--- src/rtl/blkcopy_pkg.sv ---
package blkcopy_pkg;
  typedef enum logic [2:0] {
    ST_IDLE  = 3'd0,
    ST_LEAD0 = 3'd1,
    ST_LEAD1 = 3'd2,
    ST_FETCH = 3'd3,
    ST_STORE = 3'd4,
    ST_TAIL0 = 3'd5,
    ST_TAIL1 = 3'd6
  } step_e;
endpackage

--- src/rtl/blkcopy_regs.sv ---
module blkcopy_regs #(
  parameter int ADDR_W   = 32,
  parameter int CNT_W    = 16,
  parameter int NARROW_W = 8
) (
  input  logic              clk,
  input  logic              rst_n,
  input  logic              load,
  input  logic              advance,
  input  logic [ADDR_W-1:0] src_in,
  input  logic [ADDR_W-1:0] dst_in,
  input  logic [CNT_W-1:0]  cnt_in,
  input  logic              wide_in,
  output logic [ADDR_W-1:0] src_q,
  output logic [ADDR_W-1:0] dst_q,
  output logic [CNT_W-1:0]  cnt_q,
  output logic              sel_zero,
  output logic              sel_one
);
  localparam int HIGH_W = CNT_W - NARROW_W;

  logic wide_q;

  // selected portion of the count, zero-extended
  function automatic logic [CNT_W-1:0] sel_count(input logic [CNT_W-1:0] c, input logic w);
    return w ? c : {{HIGH_W{1'b0}}, c[NARROW_W-1:0]};
  endfunction

  // decrement only the selected portion; unselected bits pass through
  function automatic logic [CNT_W-1:0] dec_count(input logic [CNT_W-1:0] c, input logic w);
    logic [NARROW_W-1:0] lo;
    lo = c[NARROW_W-1:0] - NARROW_W'(1);
    return w ? (c - CNT_W'(1)) : {c[CNT_W-1:NARROW_W], lo};
  endfunction

  function automatic logic [ADDR_W-1:0] bump(input logic [ADDR_W-1:0] a);
    return a + ADDR_W'(1);
  endfunction

  assign sel_zero = (sel_count(cnt_q, wide_q) == '0);
  assign sel_one  = (sel_count(cnt_q, wide_q) == CNT_W'(1));

  always_ff @(posedge clk or negedge rst_n) begin
    if (!rst_n) begin
      src_q  <= '0;
      dst_q  <= '0;
      cnt_q  <= '0;
      wide_q <= 1'b0;
    end else if (load) begin
      src_q  <= src_in;
      dst_q  <= dst_in;
      cnt_q  <= cnt_in;
      wide_q <= wide_in;
    end else if (advance) begin
      src_q  <= bump(src_q);
      dst_q  <= bump(dst_q);
      cnt_q  <= dec_count(cnt_q, wide_q);
    end
  end


  src_step_chk: assert property (@(posedge clk) disable iff (!rst_n)
    advance && !load |=> src_q == $past(src_q) + ADDR_W'(1));

  dst_step_chk: assert property (@(posedge clk) disable iff (!rst_n)
    advance && !load |=> dst_q == $past(dst_q) + ADDR_W'(1));

  upper_keep_chk: assert property (@(posedge clk) disable iff (!rst_n)
    advance && !load && !wide_q |=> cnt_q[CNT_W-1:NARROW_W] == $past(cnt_q[CNT_W-1:NARROW_W]));

  no_underflow_chk: assert property (@(posedge clk) disable iff (!rst_n)
    advance |-> !sel_zero);
endmodule

--- src/rtl/blkcopy_ctrl.sv ---
module blkcopy_ctrl
  import blkcopy_pkg::*;
(
  input  logic clk,
  input  logic rst_n,
  input  logic start,
  input  logic sel_zero,
  input  logic sel_one,
  output logic accept,
  output logic fetch,
  output logic store,
  output logic busy,
  output logic done
);
  step_e st_q, st_d;

  assign accept = (st_q == ST_IDLE) && start;
  assign fetch  = (st_q == ST_FETCH);
  assign store  = (st_q == ST_STORE);
  assign busy   = (st_q != ST_IDLE);
  assign done   = (st_q == ST_TAIL1);

  always_comb begin
    st_d = st_q;
    unique case (st_q)
      ST_IDLE:  if (start) st_d = ST_LEAD0;
      ST_LEAD0: st_d = ST_LEAD1;
      ST_LEAD1: st_d = sel_zero ? ST_TAIL0 : ST_FETCH;
      ST_FETCH: st_d = ST_STORE;
      ST_STORE: st_d = sel_one ? ST_TAIL0 : ST_FETCH;
      ST_TAIL0: st_d = ST_TAIL1;
      ST_TAIL1: st_d = ST_IDLE;
      default:  st_d = ST_IDLE;
    endcase
  end

  always_ff @(posedge clk or negedge rst_n) begin
    if (!rst_n) st_q <= ST_IDLE;
    else        st_q <= st_d;
  end


  one_strobe_chk: assert property (@(posedge clk) disable iff (!rst_n)
    !(fetch && store));

  store_after_fetch_chk: assert property (@(posedge clk) disable iff (!rst_n)
    fetch |=> store);

  done_pulse_chk: assert property (@(posedge clk) disable iff (!rst_n)
    done |=> !done && !busy);

  start_ignored_chk: assert property (@(posedge clk) disable iff (!rst_n)
    busy && !done && start |=> busy);

  zero_skip_chk: assert property (@(posedge clk) disable iff (!rst_n)
    (st_q == ST_LEAD1) && sel_zero |=> !fetch ##1 !fetch);
endmodule

--- src/rtl/blkcopy_engine.sv ---
module blkcopy_engine #(
  parameter int ADDR_W   = 32,
  parameter int CNT_W    = 16,
  parameter int NARROW_W = 8,
  parameter int DATA_W   = 8
) (
  input  logic              clk,
  input  logic              rst_n,
  input  logic              start,
  input  logic [ADDR_W-1:0] src_in,
  input  logic [ADDR_W-1:0] dst_in,
  input  logic [CNT_W-1:0]  cnt_in,
  input  logic              wide_in,
  output logic [ADDR_W-1:0] mem_addr,
  output logic              mem_rd,
  output logic              mem_wr,
  output logic [DATA_W-1:0] mem_wdata,
  input  logic [DATA_W-1:0] mem_rdata,
  output logic              busy,
  output logic              done,
  output logic [ADDR_W-1:0] src_out,
  output logic [ADDR_W-1:0] dst_out,
  output logic [CNT_W-1:0]  cnt_out
);
  logic accept, fetch, store, sel_zero, sel_one;
  logic [ADDR_W-1:0] src_q, dst_q;
  logic [CNT_W-1:0]  cnt_q;

  blkcopy_ctrl u_ctrl (
    .clk      (clk),
    .rst_n    (rst_n),
    .start    (start),
    .sel_zero (sel_zero),
    .sel_one  (sel_one),
    .accept   (accept),
    .fetch    (fetch),
    .store    (store),
    .busy     (busy),
    .done     (done)
  );

  blkcopy_regs #(
    .ADDR_W   (ADDR_W),
    .CNT_W    (CNT_W),
    .NARROW_W (NARROW_W)
  ) u_regs (
    .clk      (clk),
    .rst_n    (rst_n),
    .load     (accept),
    .advance  (store),
    .src_in   (src_in),
    .dst_in   (dst_in),
    .cnt_in   (cnt_in),
    .wide_in  (wide_in),
    .src_q    (src_q),
    .dst_q    (dst_q),
    .cnt_q    (cnt_q),
    .sel_zero (sel_zero),
    .sel_one  (sel_one)
  );

  assign mem_rd    = fetch;
  assign mem_wr    = store;
  assign mem_addr  = store ? dst_q : src_q;
  assign mem_wdata = mem_rdata;
  assign src_out   = src_q;
  assign dst_out   = dst_q;
  assign cnt_out   = cnt_q;


  idle_quiet_chk: assert property (@(posedge clk) disable iff (!rst_n)
    !busy |-> !mem_rd && !mem_wr);

  write_follows_read_chk: assert property (@(posedge clk) disable iff (!rst_n)
    mem_wr |-> $past(mem_rd));

  done_count_chk: assert property (@(posedge clk) disable iff (!rst_n)
    done |-> sel_zero);
endmodule

--- config.mk ---
export PLATFORM = sky130hd
export DESIGN_NAME = blkcopy_engine
export DESIGN_NICKNAME = d
export VERILOG_FILES = /design/src/rtl/blkcopy_pkg.sv /design/src/rtl/blkcopy_regs.sv /design/src/rtl/blkcopy_ctrl.sv /design/src/rtl/blkcopy_engine.sv
export SDC_FILE = /design/constraint.sdc
export NUM_CORES = 1
export LEC_CHECK = 0
export CAP_MARGIN = 25
export CORE_MARGIN = 2
export CORE_UTILIZATION = 40
export DETAILED_ROUTE_END_ITERATION = 12
export DONT_BUFFER_PORTS = 1
export PLACE_DENSITY = 0.63
export SYNTH_ARGS = -nofsm -noshare
export SYNTH_HDL_FRONTEND = slang
export SYNTH_SLANG_ARGS = --single-unit
--- constraint.sdc ---
create_clock -name clk -period 2.05 [get_ports clk]
set_input_delay 0.1025 -clock clk [delete_from_list [all_inputs] [get_ports clk]]
set_output_delay 0.1025 -clock clk [all_outputs]
set_load 0.005 [all_outputs]
==> results of run 1 <==
[logic make-up (layout without fill, tap and decap cells)]
logic type / after synthesis / after routing / synth area share
multiplexers: 3 / 3 / 0.00564
adder cells (fa/ha/maj): 4 / 4 / 0.00940
flip-flops: 84 / 84 / 0.395
XOR/XNOR: 57 / 57 / 0.0937
AO/OA/AOI/OAI: 120 / 120 / 0.125
AND/OR/NAND/NOR: 319 / 319 / 0.316
buffers and inverters: 61 / 154 / 0.0561
[repair_timing]
item,4_1_cts,5_1_grt
hold endpoints to repair,162,84
pin swaps,0,1
resized for setup,1,3
endpoints found under the setup margin,2,13
[cell type report]
class	instances	area, um2	area share
well taps	176	220	0.0323
multi-input cells	503	2940	0.430
clock buffers	13	270	0.0396
flip-flops and latches	84	2100	0.308
repair buffers	124	1200	0.175
inverters	14	57.6	0.00843
clock inverters	3	43.8	0.00641
[cells in the mapped netlist, types with 2 or more instances]
library cell	n	area, um2
sky130_fd_sc_hd__a211oi_1	5	37.5
sky130_fd_sc_hd__a21oi_1	19	95.1
sky130_fd_sc_hd__a22oi_1	3	22.5
sky130_fd_sc_hd__a31oi_1	3	18.8
sky130_fd_sc_hd__and2_1	2	12.5
sky130_fd_sc_hd__and3_1	9	56.3
sky130_fd_sc_hd__and4_1	10	87.6
sky130_fd_sc_hd__buf_2	7	35.0
sky130_fd_sc_hd__buf_4	9	67.6
sky130_fd_sc_hd__buf_6	3	33.8
sky130_fd_sc_hd__clkbuf_1	27	101
sky130_fd_sc_hd__dfrtp_1	84	2100
sky130_fd_sc_hd__ha_1	4	50.1
sky130_fd_sc_hd__inv_1	13	48.8
sky130_fd_sc_hd__mux2i_1	3	30.0
sky130_fd_sc_hd__nand2_1	162	608
sky130_fd_sc_hd__nand2b_1	2	12.5
sky130_fd_sc_hd__nand3_1	25	125
sky130_fd_sc_hd__nand4_1	19	119
sky130_fd_sc_hd__nor2_1	34	128
sky130_fd_sc_hd__nor2b_1	5	31.3
sky130_fd_sc_hd__nor3_1	20	100
sky130_fd_sc_hd__nor4_1	3	18.8
sky130_fd_sc_hd__nor4_2	6	75.1
sky130_fd_sc_hd__nor4_4	4	85.1
sky130_fd_sc_hd__nor4b_4	2	47.6
sky130_fd_sc_hd__o211ai_1	3	22.5
sky130_fd_sc_hd__o21ai_0	66	330
sky130_fd_sc_hd__o21ai_1	8	40.0
sky130_fd_sc_hd__o22ai_1	5	31.3
sky130_fd_sc_hd__o311ai_0	2	17.5
sky130_fd_sc_hd__or3_1	3	18.8
sky130_fd_sc_hd__xnor2_1	32	280
sky130_fd_sc_hd__xor2_1	25	219
[worst max-delay path, stage by stage, from the launching register on]
cell,delay [ps]
sky130_fd_sc_hd__dfrtp_1,380
sky130_fd_sc_hd__buf_4,170
sky130_fd_sc_hd__nand4bb_4,280
sky130_fd_sc_hd__nor4_2,310
sky130_fd_sc_hd__buf_4,240
sky130_fd_sc_hd__nand4_1,120
sky130_fd_sc_hd__xor2_1,160
sky130_fd_sc_hd__o21ai_0,150
[state kept, by name, indices dropped and copies added, names as in the netlist]
signal,cells
u_ctrl.st_q,3
u_regs.cnt_q,16
u_regs.dst_q,32
u_regs.src_q,32
u_regs.wide_q,1
[worst min path at each step]
stage	from	to	slack, ps	cells past startpoint
2_1_floorplan	rst_n	u_ctrl.st_q[0]	-190	0
4_1_cts	rst_n	u_regs.src_q[27]	-560	0
3_5_place_dp	rst_n	u_regs.src_q[27]	-190	0
6_report	rst_n	u_regs.src_q[26]	-550	0
5_1_grt	rst_n	u_regs.dst_q[26]	-570	0
3_3_place_gp	rst_n	u_regs.src_q[27]	-190	0
[where the power goes]
group,leakage (nW),internal [mW],total [mW],switching (mW)
logic,1.58,1.61,3.63,2.02
registers,1.01,2.47,3.72,1.25
clock network,0.156,1.05,1.73,0.686
total,2.75,5.12,9.08,3.96
[per-stage QoR]
stage	worst slack, ps	util	std cells	hold WS (ps)
5_1_grt	12.2	0.520	917	-566
6_report	151	0.520	917	-547
3_3_place_gp	147	0.435	823	-191
4_1_cts	61.4	0.519	917	-562
3_5_place_dp	75.9	0.435	823	-191
2_1_floorplan	148	-	648	-193
[layer usage]
layer / share of wire / wire length (um) / up-vias / GRT usage
li1: - / - / 2394 / -
met1: 0.42 / 6910 / 2475 / 0.288
met2: 0.49 / 7970 / 211 / 0.378
met3: 0.080 / 1300 / 17 / 0.0694
met4: 0.011 / 178 / 0 / 0.0529
met5: 0 / 0 / - / 0
==> impl_metrics.json, run 1 <==
{
  "numPortBuffers": 0,
  "nFillCells": 1238,
  "final_common_cell": "sky130_fd_sc_hd__nand2_1",
  "share_of_layout_cells_above_drive_strength_1": 0.112,
  "clk_latency_ps": 340,
  "netlist_area_um2": 5330,
  "critPathMaxFanout": 13,
  "post-cts-setup-buffers": 0,
  "report.final.slew_viol_count": 0,
  "max-vdd-ir-drop_v": 0.000620,
  "maxCapViolations": 0,
  "critical_path.reg2reg.endpoint": "u_regs.dst_q[26]",
  "grt_first_pass_wirelength_mm": 26.1,
  "avgViaCountPerCell": 5.56,
  "die-area_um2": 14300,
  "remaining_drc_errors": 0,
  "syn_area_per_cell_um2": 8.22,
  "postPlaceCellArea_um2": 5720,
  "hold_class": "in2async",
  "htree_num_levels": 3,
  "crit_path_start_kind": "register",
  "grt_antenna_before_repair": 0,
  "async_flop_share": 1.00,
  "drt_wl_total_mm": 16.4,
  "drt_pass1_iterations": 5,
  "final.min_clock_period_ps": 1900,
  "cellLeakagePower_nw": 2.75,
  "antennaDiodeCount": 0,
  "routed-via-count": 5097,
  "hold_slack_ps": -547,
  "cts-root-buf": "sky130_fd_sc_hd__clkbuf_16",
  "chipHeight_um": 119,
  "core.rowCount": 42,
  "rrSetupSlack_ps": 150,
  "hpwl_mm": 11.4,
  "timing_hold_violations_final": 84,
  "setup_repair_after_global_routing_missed_its_margin": "no",
  "timing.rr.start": "u_ctrl.st_q[1]",
  "fin_skew_ps": 8.52,
  "drt-wirelength-per-cell_um": 17.8,
  "numCtsBuffers": 9,
  "timing.critical_path.to": "u_regs.dst_q[26]",
  "die_x_um": 119,
  "clock_sinks": 84,
  "fmax_mhz": 527,
  "track_usage": 0.227,
  "initial_utilization": 0.405,
  "postSynth.topFlopCell": "sky130_fd_sc_hd__dfrtp_1",
  "cts_hold_buffers": 78,
  "power_density_cells_nw_per_um2": 1330,
  "crit_required_ps": 2310,
  "syn2layout_area_growth_pct": 28.2,
  "cp.arrival_ps": 2160,
  "clock_tree_from_tritoncts": "yes",
  "netlist-cell-type-count": 55,
  "end_kind": "register",
  "final_antenna_net_count": 0,
  "synthesis.yosys.warnings": 0,
  "outcome": "complete, but fails checks",
  "reg2regPathDepth": 7,
  "layout_common_cells": "sky130_fd_sc_hd__nand2_1, sky130_fd_sc_hd__dfrtp_1, sky130_fd_sc_hd__dlygate4sd3_1, sky130_fd_sc_hd__o21ai_0, sky130_fd_sc_hd__buf_4",
  "fraction_of_the_yosys_area_taken_by_sequential_cells": 0.395,
  "clkSlewWorstSetupHoldPaths_ps": 70,
  "report.final.setup_viol": 0,
  "design.core.area_um2": 13100,
  "ys_ff_latch": 84,
  "cts_max_path_buffers": 2,
  "violations": "negative hold slack",
  "postSynthCellCount": 648,
  "synth_enable_flop_cells": 0,
  "grt_overflow": 0,
  "total_power_mw": 9.08,
  "maxSlewHeadroom": 0.674,
  "detailedRoute.firstIterationViolations": 461,
  "number_of_global_route_vias_before_repair": 4961,
  "globalplace.congestion": 0.850,
  "setup.worst_path.class": "reg2reg",
  "design.final.nets": 832,
  "maximum_number_of_pins_on_one_net_before_global_route_repair": 85,
  "crit_start": "u_ctrl.st_q[1]",
  "fin_tns_setup_ps": 0,
  "mappedNetlistNets": 744,
  "max_slew.worst_pin.slew_ps": 485,
  "i_o_pin_total": 216,
  "final_area_um2": 6830,
  "post-route-period-util": 0.926
}
No activity file was read; power rests on OpenSTA's default activity.
==> run 2: changes to the inputs <==
- SYNTH_HIERARCHICAL: default -> 1
==> run 2 against run 1 <==
The run ends with negative hold slack, negative setup slack left. Largest cell class unchanged. Sequential power is 13% lower. Sequential share of layout area is 3.6 points lower. Synthesized cell count is 4.5% lower. Total power is 14% higher. Clock skew is 0.72 ps lower. Worst setup slack worse by 150 ps. Register-to-register slack worse by 150 ps. Fmax is 7.5% lower. Critical path depth is 2 lower. Count of clock-buffer cells in the layout is 1 lower. Highest routed layer unchanged. Critical endpoint is now u_regs/cnt_q[15].
==> impl_metrics.json, run 2 <==
{
  "critical_path.cell_chain": "nor3b_4 > or3b_4 > or3_4 > or4_4 > a31oi_1",
  "hold_class": "in2async",
  "max-vdd-ir-drop_v": 0.000661,
  "synthesis.yosys.warnings": 6,
  "synth_most_common_cell": "sky130_fd_sc_hd__dfrtp_1",
  "final_area_um2": 7730,
  "globalRouteMet1Util": 0.337,
  "utilization": 0.562,
  "netlist_top_cells_area": "sky130_fd_sc_hd__dfrtp_1, sky130_fd_sc_hd__mux2_4, sky130_fd_sc_hd__nand2_1, sky130_fd_sc_hd__o21ai_0, sky130_fd_sc_hd__nand4_1",
  "avgViaCountPerCell": 5.95,
  "synth_top_cell_area_share": 0.376,
  "chipHeight_um": 122,
  "pre_cts_slack_ps": -89.4,
  "remaining_drc_errors": 0,
  "reg_top3": "u_regs/dst_q: 32 flops, u_regs/src_q: 32 flops, u_regs/cnt_q: 16 flops",
  "maxSlewHeadroom": 0.748,
  "clock_sinks": 84,
  "share_of_layout_cells_above_drive_strength_1": 0.248,
  "drt-wirelength-per-cell_um": 19.8,
  "cts_max_path_buffers": 2,
  "cts_hold_buffers": 82,
  "clock_tree_from_tritoncts": "yes",
  "numCtsBuffers": 9,
  "clock_power_share": 0.164,
  "grt_overflow": 0,
  "timing_hold_violations_final": 84,
  "final_antenna_net_count": 0,
  "netlist-cell-type-count": 52,
  "maximum_number_of_pins_on_one_net_before_global_route_repair": 85,
  "netlist_area_um2": 5580,
  "end_kind": "register",
  "cp.arrival_ps": 2310,
  "fin_skew_ps": 7.80,
  "routed-via-count": 5718,
  "timing.critical_path.slowest_stage_cell": "sky130_fd_sc_hd__or4_4",
  "antennaDiodeCount": 0,
  "hold_slack_ps": -553,
  "met3_usage": 0.0674,
  "cts-root-buf": "sky130_fd_sc_hd__clkbuf_16",
  "synth_top_cells_by_count": "sky130_fd_sc_hd__dfrtp_1, sky130_fd_sc_hd__nand2_1, sky130_fd_sc_hd__o21ai_0, sky130_fd_sc_hd__nor2_1, sky130_fd_sc_hd__nand4_1",
  "setup.worst_path.class": "reg2reg",
  "worst_slack_ps": -3.30,
  "die-area_um2": 14900,
  "clk_latency_ps": 340,
  "maxCapViolations": 0,
  "report.final.slew_viol_count": 0,
  "max_slew.worst_pin.slew_ps": 375,
  "postSynthCellCount": 619,
  "drt_pass1_iterations": 5,
  "grt_use_met2": 0.395,
  "ys_ff_latch": 84,
  "final.min_clock_period_ps": 2050,
  "hpwl_mm": 13.7,
  "syn2layout_area_growth_pct": 38.5,
  "post-route-period-util": 1.00,
  "grt_antenna_before_repair": 0,
  "clkSlewWorstSetupHoldPaths_ps": 70,
  "net-switching-power_mw": 4.36,
  "fmax_mhz": 487,
  "number_of_global_route_vias_before_repair": 5443,
  "pwr-share-comb": 0.522,
  "die_x_um": 122,
  "outcome": "complete, but fails checks",
  "buf_inv_on_cp": 0,
  "power_density_cells_nw_per_um2": 1340,
  "htree_num_levels": 3,
  "synth_enable_flop_cells": 0,
  "design.final.nets": 872,
  "cellLeakagePower_nw": 3.01,
  "postSynth.topFlopCell": "sky130_fd_sc_hd__dfrtp_1",
  "p_sw_frac": 0.421,
  "gr_busiest_metal": "met2",
  "async_flop_share": 1.00,
  "p_int_mw": 5.99,
  "path_delay_family": "simple AND/OR/NAND/NOR gates",
  "numPortBuffers": 0,
  "i_o_pin_total": 216,
  "postPlaceCellArea_um2": 6440,
  "report.final.setup_viol": 1,
  "grt_first_pass_wirelength_mm": 29.2,
  "crit_required_ps": 2310,
  "drt_wl_total_mm": 19.1,
  "mappedNetlistNets": 715,
  "crit_path_start_kind": "register",
  "layout_common_cells": "sky130_fd_sc_hd__buf_4, sky130_fd_sc_hd__dfrtp_1, sky130_fd_sc_hd__dlygate4sd3_1, sky130_fd_sc_hd__nand2_1, sky130_fd_sc_hd__o21ai_0",
  "setup_repair_after_global_routing_missed_its_margin": "yes",
  "initial_utilization": 0.405,
  "detailedRoute.firstIterationViolations": 505,
  "track_usage": 0.251,
  "design.core.area_um2": 13800,
  "fraction_of_the_yosys_area_taken_by_sequential_cells": 0.376,
  "final_common_cell": "sky130_fd_sc_hd__buf_4",
  "violations": "negative hold slack, negative setup slack",
  "synth_area_leader_cell": "sky130_fd_sc_hd__dfrtp_1",
  "critical_path.max_stage_delay_ps": 420,
  "core.rowCount": 43,
  "globalplace.congestion": 0.904,
  "power.share.sequential": 0.314,
  "critPathMaxFanout": 3,
  "syn_area_per_cell_um2": 9.02
}
==> run 2: cell count changes after synthesis, moves of 12 or more <==
cell,previous run,this run
sky130_fd_sc_hd__o21ai_0,66,47
sky130_fd_sc_hd__a21oi_1,19,3
sky130_fd_sc_hd__a31oi_1,3,29
sky130_fd_sc_hd__or4_1,1,24
sky130_fd_sc_hd__nand4_1,19,31
sky130_fd_sc_hd__xnor2_1,32,16
sky130_fd_sc_hd__mux2_4,0,30
sky130_fd_sc_hd__o31ai_1,1,22
sky130_fd_sc_hd__nand2_1,162,70
==> run 2: area by class of cell <==
cell class / instances / area (um2)
fill: 1228 / 6040
multi-input combinational: 478 / 3340
sequential: 84 / 2100
timing repair buffer: 193 / 1720
clock buffer: 12 / 256
tap: 180 / 225
clock inverter: 4 / 47.5
inverter: 10 / 40.0
==> run 2: worst register-to-register path, cell delays in order, from the launching register on <==
cell	delay [ps]
sky130_fd_sc_hd__dfrtp_1	400
sky130_fd_sc_hd__nor3b_4	240
sky130_fd_sc_hd__or3b_4	400
sky130_fd_sc_hd__or3_4	340
sky130_fd_sc_hd__or4_4	420
sky130_fd_sc_hd__a31oi_1	170
==> run 2: through the flow <==
stage	power (mW)	std cells	setup TNS, ps	hold slack (ps)
floorplan	6.15	619	-1180	-193
global placement	8.12	860	-72.4	-190
detailed placement	8.28	860	-510	-191
CTS	10.2	958	-19.0	-563
global route	11.0	961	-730	-569
finish	10.3	961	-3.30	-553
==> run 2: cell families (layout without fill, tap and decap cells) <==
logic type                 count (synthesis)  count (layout)  synth area share
adders and majority gates                  4               4           0.00896
DFF                                       84              84             0.376
buffers and inverters                     57             219            0.0542
AOI/OAI and AO/OA                        123             123             0.139
xor gates and xnor gates                  35              35            0.0549
muxes                                     39              39            0.0975
and+or+nand+nor                          277             277             0.269
==> run 2: what timing repair did <==
action                                 CTS  global route
pin swaps                                8            17
setup buffers                            0             4
resized for setup                       13            23
setup endpoints to repair               23            41
endpoints found under the hold margin  166            84
==> run 2: path summary, 6_finish.rpt <==
kind / to / slack (ps) / startpoint / cells past startpoint
max: u_regs/cnt_q[15] / -3 / u_ctrl/st_q[0] / 5
min: u_regs/dst_q[24] / -550 / rst_n / 0
max reg2reg: u_regs/cnt_q[15] / -3 / u_ctrl/st_q[0] / 5
min reg2reg: u_ctrl/st_q[0] / 610 / u_ctrl/st_q[2] / 2
max in group asynchronous: u_regs/cnt_q[12] / 2440 / rst_n / 0
min in group clk: u_regs/src_q[23] / 200 / start / 4
==> run 2: per-layer routing <==
metal | up-vias | part of all wire
met1 | 2781 | 0.43
met4 | 0 | 0.016
met5 | - | 0
met3 | 23 | 0.091
li1 | 2632 | -
met2 | 282 | 0.47
==> run 2: power by group through the flow <==
stage	combinational (mW)	clock [mW]	sequential [mW]
floorplan	2.69	0	3.46
global placement	4.92	0	3.20
detailed placement	5.04	0	3.24
CTS	5.22	1.72	3.23
global route	5.87	1.80	3.37
finish	5.40	1.70	3.25
==> run 3: changes to the inputs <==
- CORE_ASPECT_RATIO: default -> 1.2
- GPL_TIMING_DRIVEN: default -> 1
==> run 3 against run 2 <==
The run still ends with negative hold slack, negative setup slack left. Combinational power increased by 4%. Critical endpoint is now u_regs/dst_q[23]. Critical path type unchanged. First-iteration DRC count increased by 2.0%. Non-clock buffer count increased by 5. Worst setup slack got worse by 45 ps. Fmax decreased by 2.1%. Largest cell class unchanged.
==> impl_metrics.json, run 3 (synthesized netlist as in run 2, its figures left out) <==
{
  "numCtsBuffers": 9,
  "sequential_cell_area_um2": 2100,
  "hold_slack_ps": -549,
  "report.final.setup_viol": 3,
  "die-area_um2": 14900,
  "final_antenna_net_count": 0,
  "cts_hold_buffers": 81,
  "fmax_mhz": 477,
  "routed-via-count": 5766,
  "hold_class": "in2async",
  "avgViaCountPerCell": 6.04,
  "clk_latency_ps": 340,
  "crit_path_start_kind": "register",
  "track_usage": 0.254,
  "postPlaceCellArea_um2": 6400,
  "clkSlewWorstSetupHoldPaths_ps": 60,
  "max-vdd-ir-drop_v": 0.000867,
  "detailedRoute.firstIterationViolations": 515,
  "setup.worst_path.class": "reg2reg",
  "power_density_cells_nw_per_um2": 1330,
  "chipHeight_um": 133,
  "drt_pass1_iterations": 5,
  "hpwl_mm": 13.8,
  "final.min_clock_period_ps": 2100,
  "reg_top3": "u_regs/dst_q: 32 flops, u_regs/src_q: 32 flops, u_regs/cnt_q: 16 flops",
  "clock_tree_from_tritoncts": "yes",
  "cts_max_path_buffers": 2,
  "die_x_um": 112,
  "i_o_pin_total": 216,
  "place.detailed.instances": 849,
  "clock_sinks": 84,
  "critPathMaxFanout": 6,
  "report.final.slew_viol_count": 0,
  "globalplace.congestion": 0.886,
  "drt-wirelength-per-cell_um": 20.7,
  "cp.arrival_ps": 2370,
  "met3_usage": 0.0723,
  "final_common_cell": "sky130_fd_sc_hd__buf_4",
  "multi_input_comb_area_um2": 3350,
  "cts-root-buf": "sky130_fd_sc_hd__clkbuf_16",
  "crit_required_ps": 2320,
  "grt_antenna_before_repair": 0,
  "initial_utilization": 0.408,
  "numPortBuffers": 0,
  "grt_overflow": 0,
  "final_area_um2": 7760,
  "design.core.area_um2": 13700,
  "fin_tns_setup_ps": -92.9,
  "fin_skew_ps": 7.11,
  "post-route-period-util": 1.02,
  "syn2layout_area_growth_pct": 39.0,
  "gr_busiest_metal": "met2",
  "drt_wl_total_mm": 19.8,
  "globalRouteMet1Util": 0.328,
  "share_of_layout_cells_above_drive_strength_1": 0.246,
  "antennaDiodeCount": 0,
  "htree_num_levels": 3,
  "max_slew.worst_pin.slew_ps": 418,
  "worst_slack_ps": -48.2,
  "setup_repair_after_global_routing_missed_its_margin": "yes",
  "core.rowCount": 47,
  "cellLeakagePower_nw": 3.03,
  "total_power_mw": 10.3,
  "maxSlewHeadroom": 0.719,
  "remaining_drc_errors": 0,
  "grt_use_met2": 0.418,
  "outcome": "complete, but fails checks",
  "layout_common_cells": "sky130_fd_sc_hd__buf_4, sky130_fd_sc_hd__dfrtp_1, sky130_fd_sc_hd__dlygate4sd3_1, sky130_fd_sc_hd__nand2_1, sky130_fd_sc_hd__o21ai_0",
  "end_kind": "register",
  "design.final.nets": 877,
  "maxCapViolations": 0,
  "number_of_global_route_vias_before_repair": 5644,
  "violations": "negative hold slack, negative setup slack",
  "nFillCells": 1193,
  "maximum_number_of_pins_on_one_net_before_global_route_repair": 85,
  "grt_first_pass_wirelength_mm": 30.1,
  "stdcell_count": 954,
  "timing_hold_violations_final": 84
}
[run 3: cell count changes in the layout (fill, tap and decap cells not counted), moves of 2 or more]
cell                        before  now
sky130_fd_sc_hd__clkbuf_16       9   11
sky130_fd_sc_hd__o21ai_0        47   45
sky130_fd_sc_hd__a21oi_2         2    0
sky130_fd_sc_hd__clkinv_2        2    0
sky130_fd_sc_hd__nor4_1          9    7
sky130_fd_sc_hd__clkbuf_8        2    0
sky130_fd_sc_hd__a21oi_1         1    3
sky130_fd_sc_hd__buf_6           2    5
sky130_fd_sc_hd__o21ai_1         0    2
[run 3: final timing paths]
check | to | slack (ps) | cells past startpoint | from
worst max-delay path | u_regs/dst_q[23] | -50 | 8 | u_ctrl/st_q[0]
worst min-delay path | u_regs/dst_q[22] | -550 | 0 | rst_n
worst max register to register | u_regs/dst_q[23] | -50 | 8 | u_ctrl/st_q[0]
worst min register to register | u_ctrl/st_q[0] | 620 | 2 | u_ctrl/st_q[2]
max in group asynchronous | u_regs/src_q[9] | 2430 | 0 | rst_n
min in group clk | u_regs/src_q[17] | 20 | 2 | src_in[17]
[run 3: stage by stage]
step / hold WS, ps / worst slack (ps) / util
2_1_floorplan: -193 / -195 / -
5_1_grt: -563 / -159 / 0.566
3_5_place_dp: -190 / -64.0 / 0.467
6_report: -549 / -48.2 / 0.566
4_1_cts: -562 / -29.1 / 0.548
3_3_place_gp: -190 / -38.7 / 0.467
[run 3: timing repair]
item                                    CTS  global route
resized for setup                         8            32
cloned                                    0             2
buffers inserted                          3             6
endpoints found under the setup margin   19            69
pin swaps                                10            12
endpoints found under the hold margin   165            84
[run 3: power breakdown]
group | total, mW | internal, mW | switching [mW]
clock | 1.46 | 0.802 | 0.653
sequential | 3.26 | 2.42 | 0.838
combinational | 5.59 | 2.65 | 2.94
[run 3: worst max-delay path: stages, from the launching register on]
cell,delay (ps)
sky130_fd_sc_hd__dfrtp_1,400
sky130_fd_sc_hd__nor3b_4,220
sky130_fd_sc_hd__buf_6,160
sky130_fd_sc_hd__buf_12,110
sky130_fd_sc_hd__and4_4,230
sky130_fd_sc_hd__buf_6,110
sky130_fd_sc_hd__nand2_4,50
sky130_fd_sc_hd__or4_4,550
sky130_fd_sc_hd__a31oi_4,180
[run 3: final cells by class]
type	count	share of cell area
flip-flops and latches	84	0.271
inverters	10	0.00580
repair buffers	198	0.233
well taps	171	0.0276
clock inverters	2	0.00193
clock buffers	11	0.0300
multi-input cells	478	0.431
[run 3: layer usage]
layer	wire, um	part of all wire
met4	322	0.016
met3	1800	0.091
met2	9660	0.49
met1	7990	0.40
met5	0	0
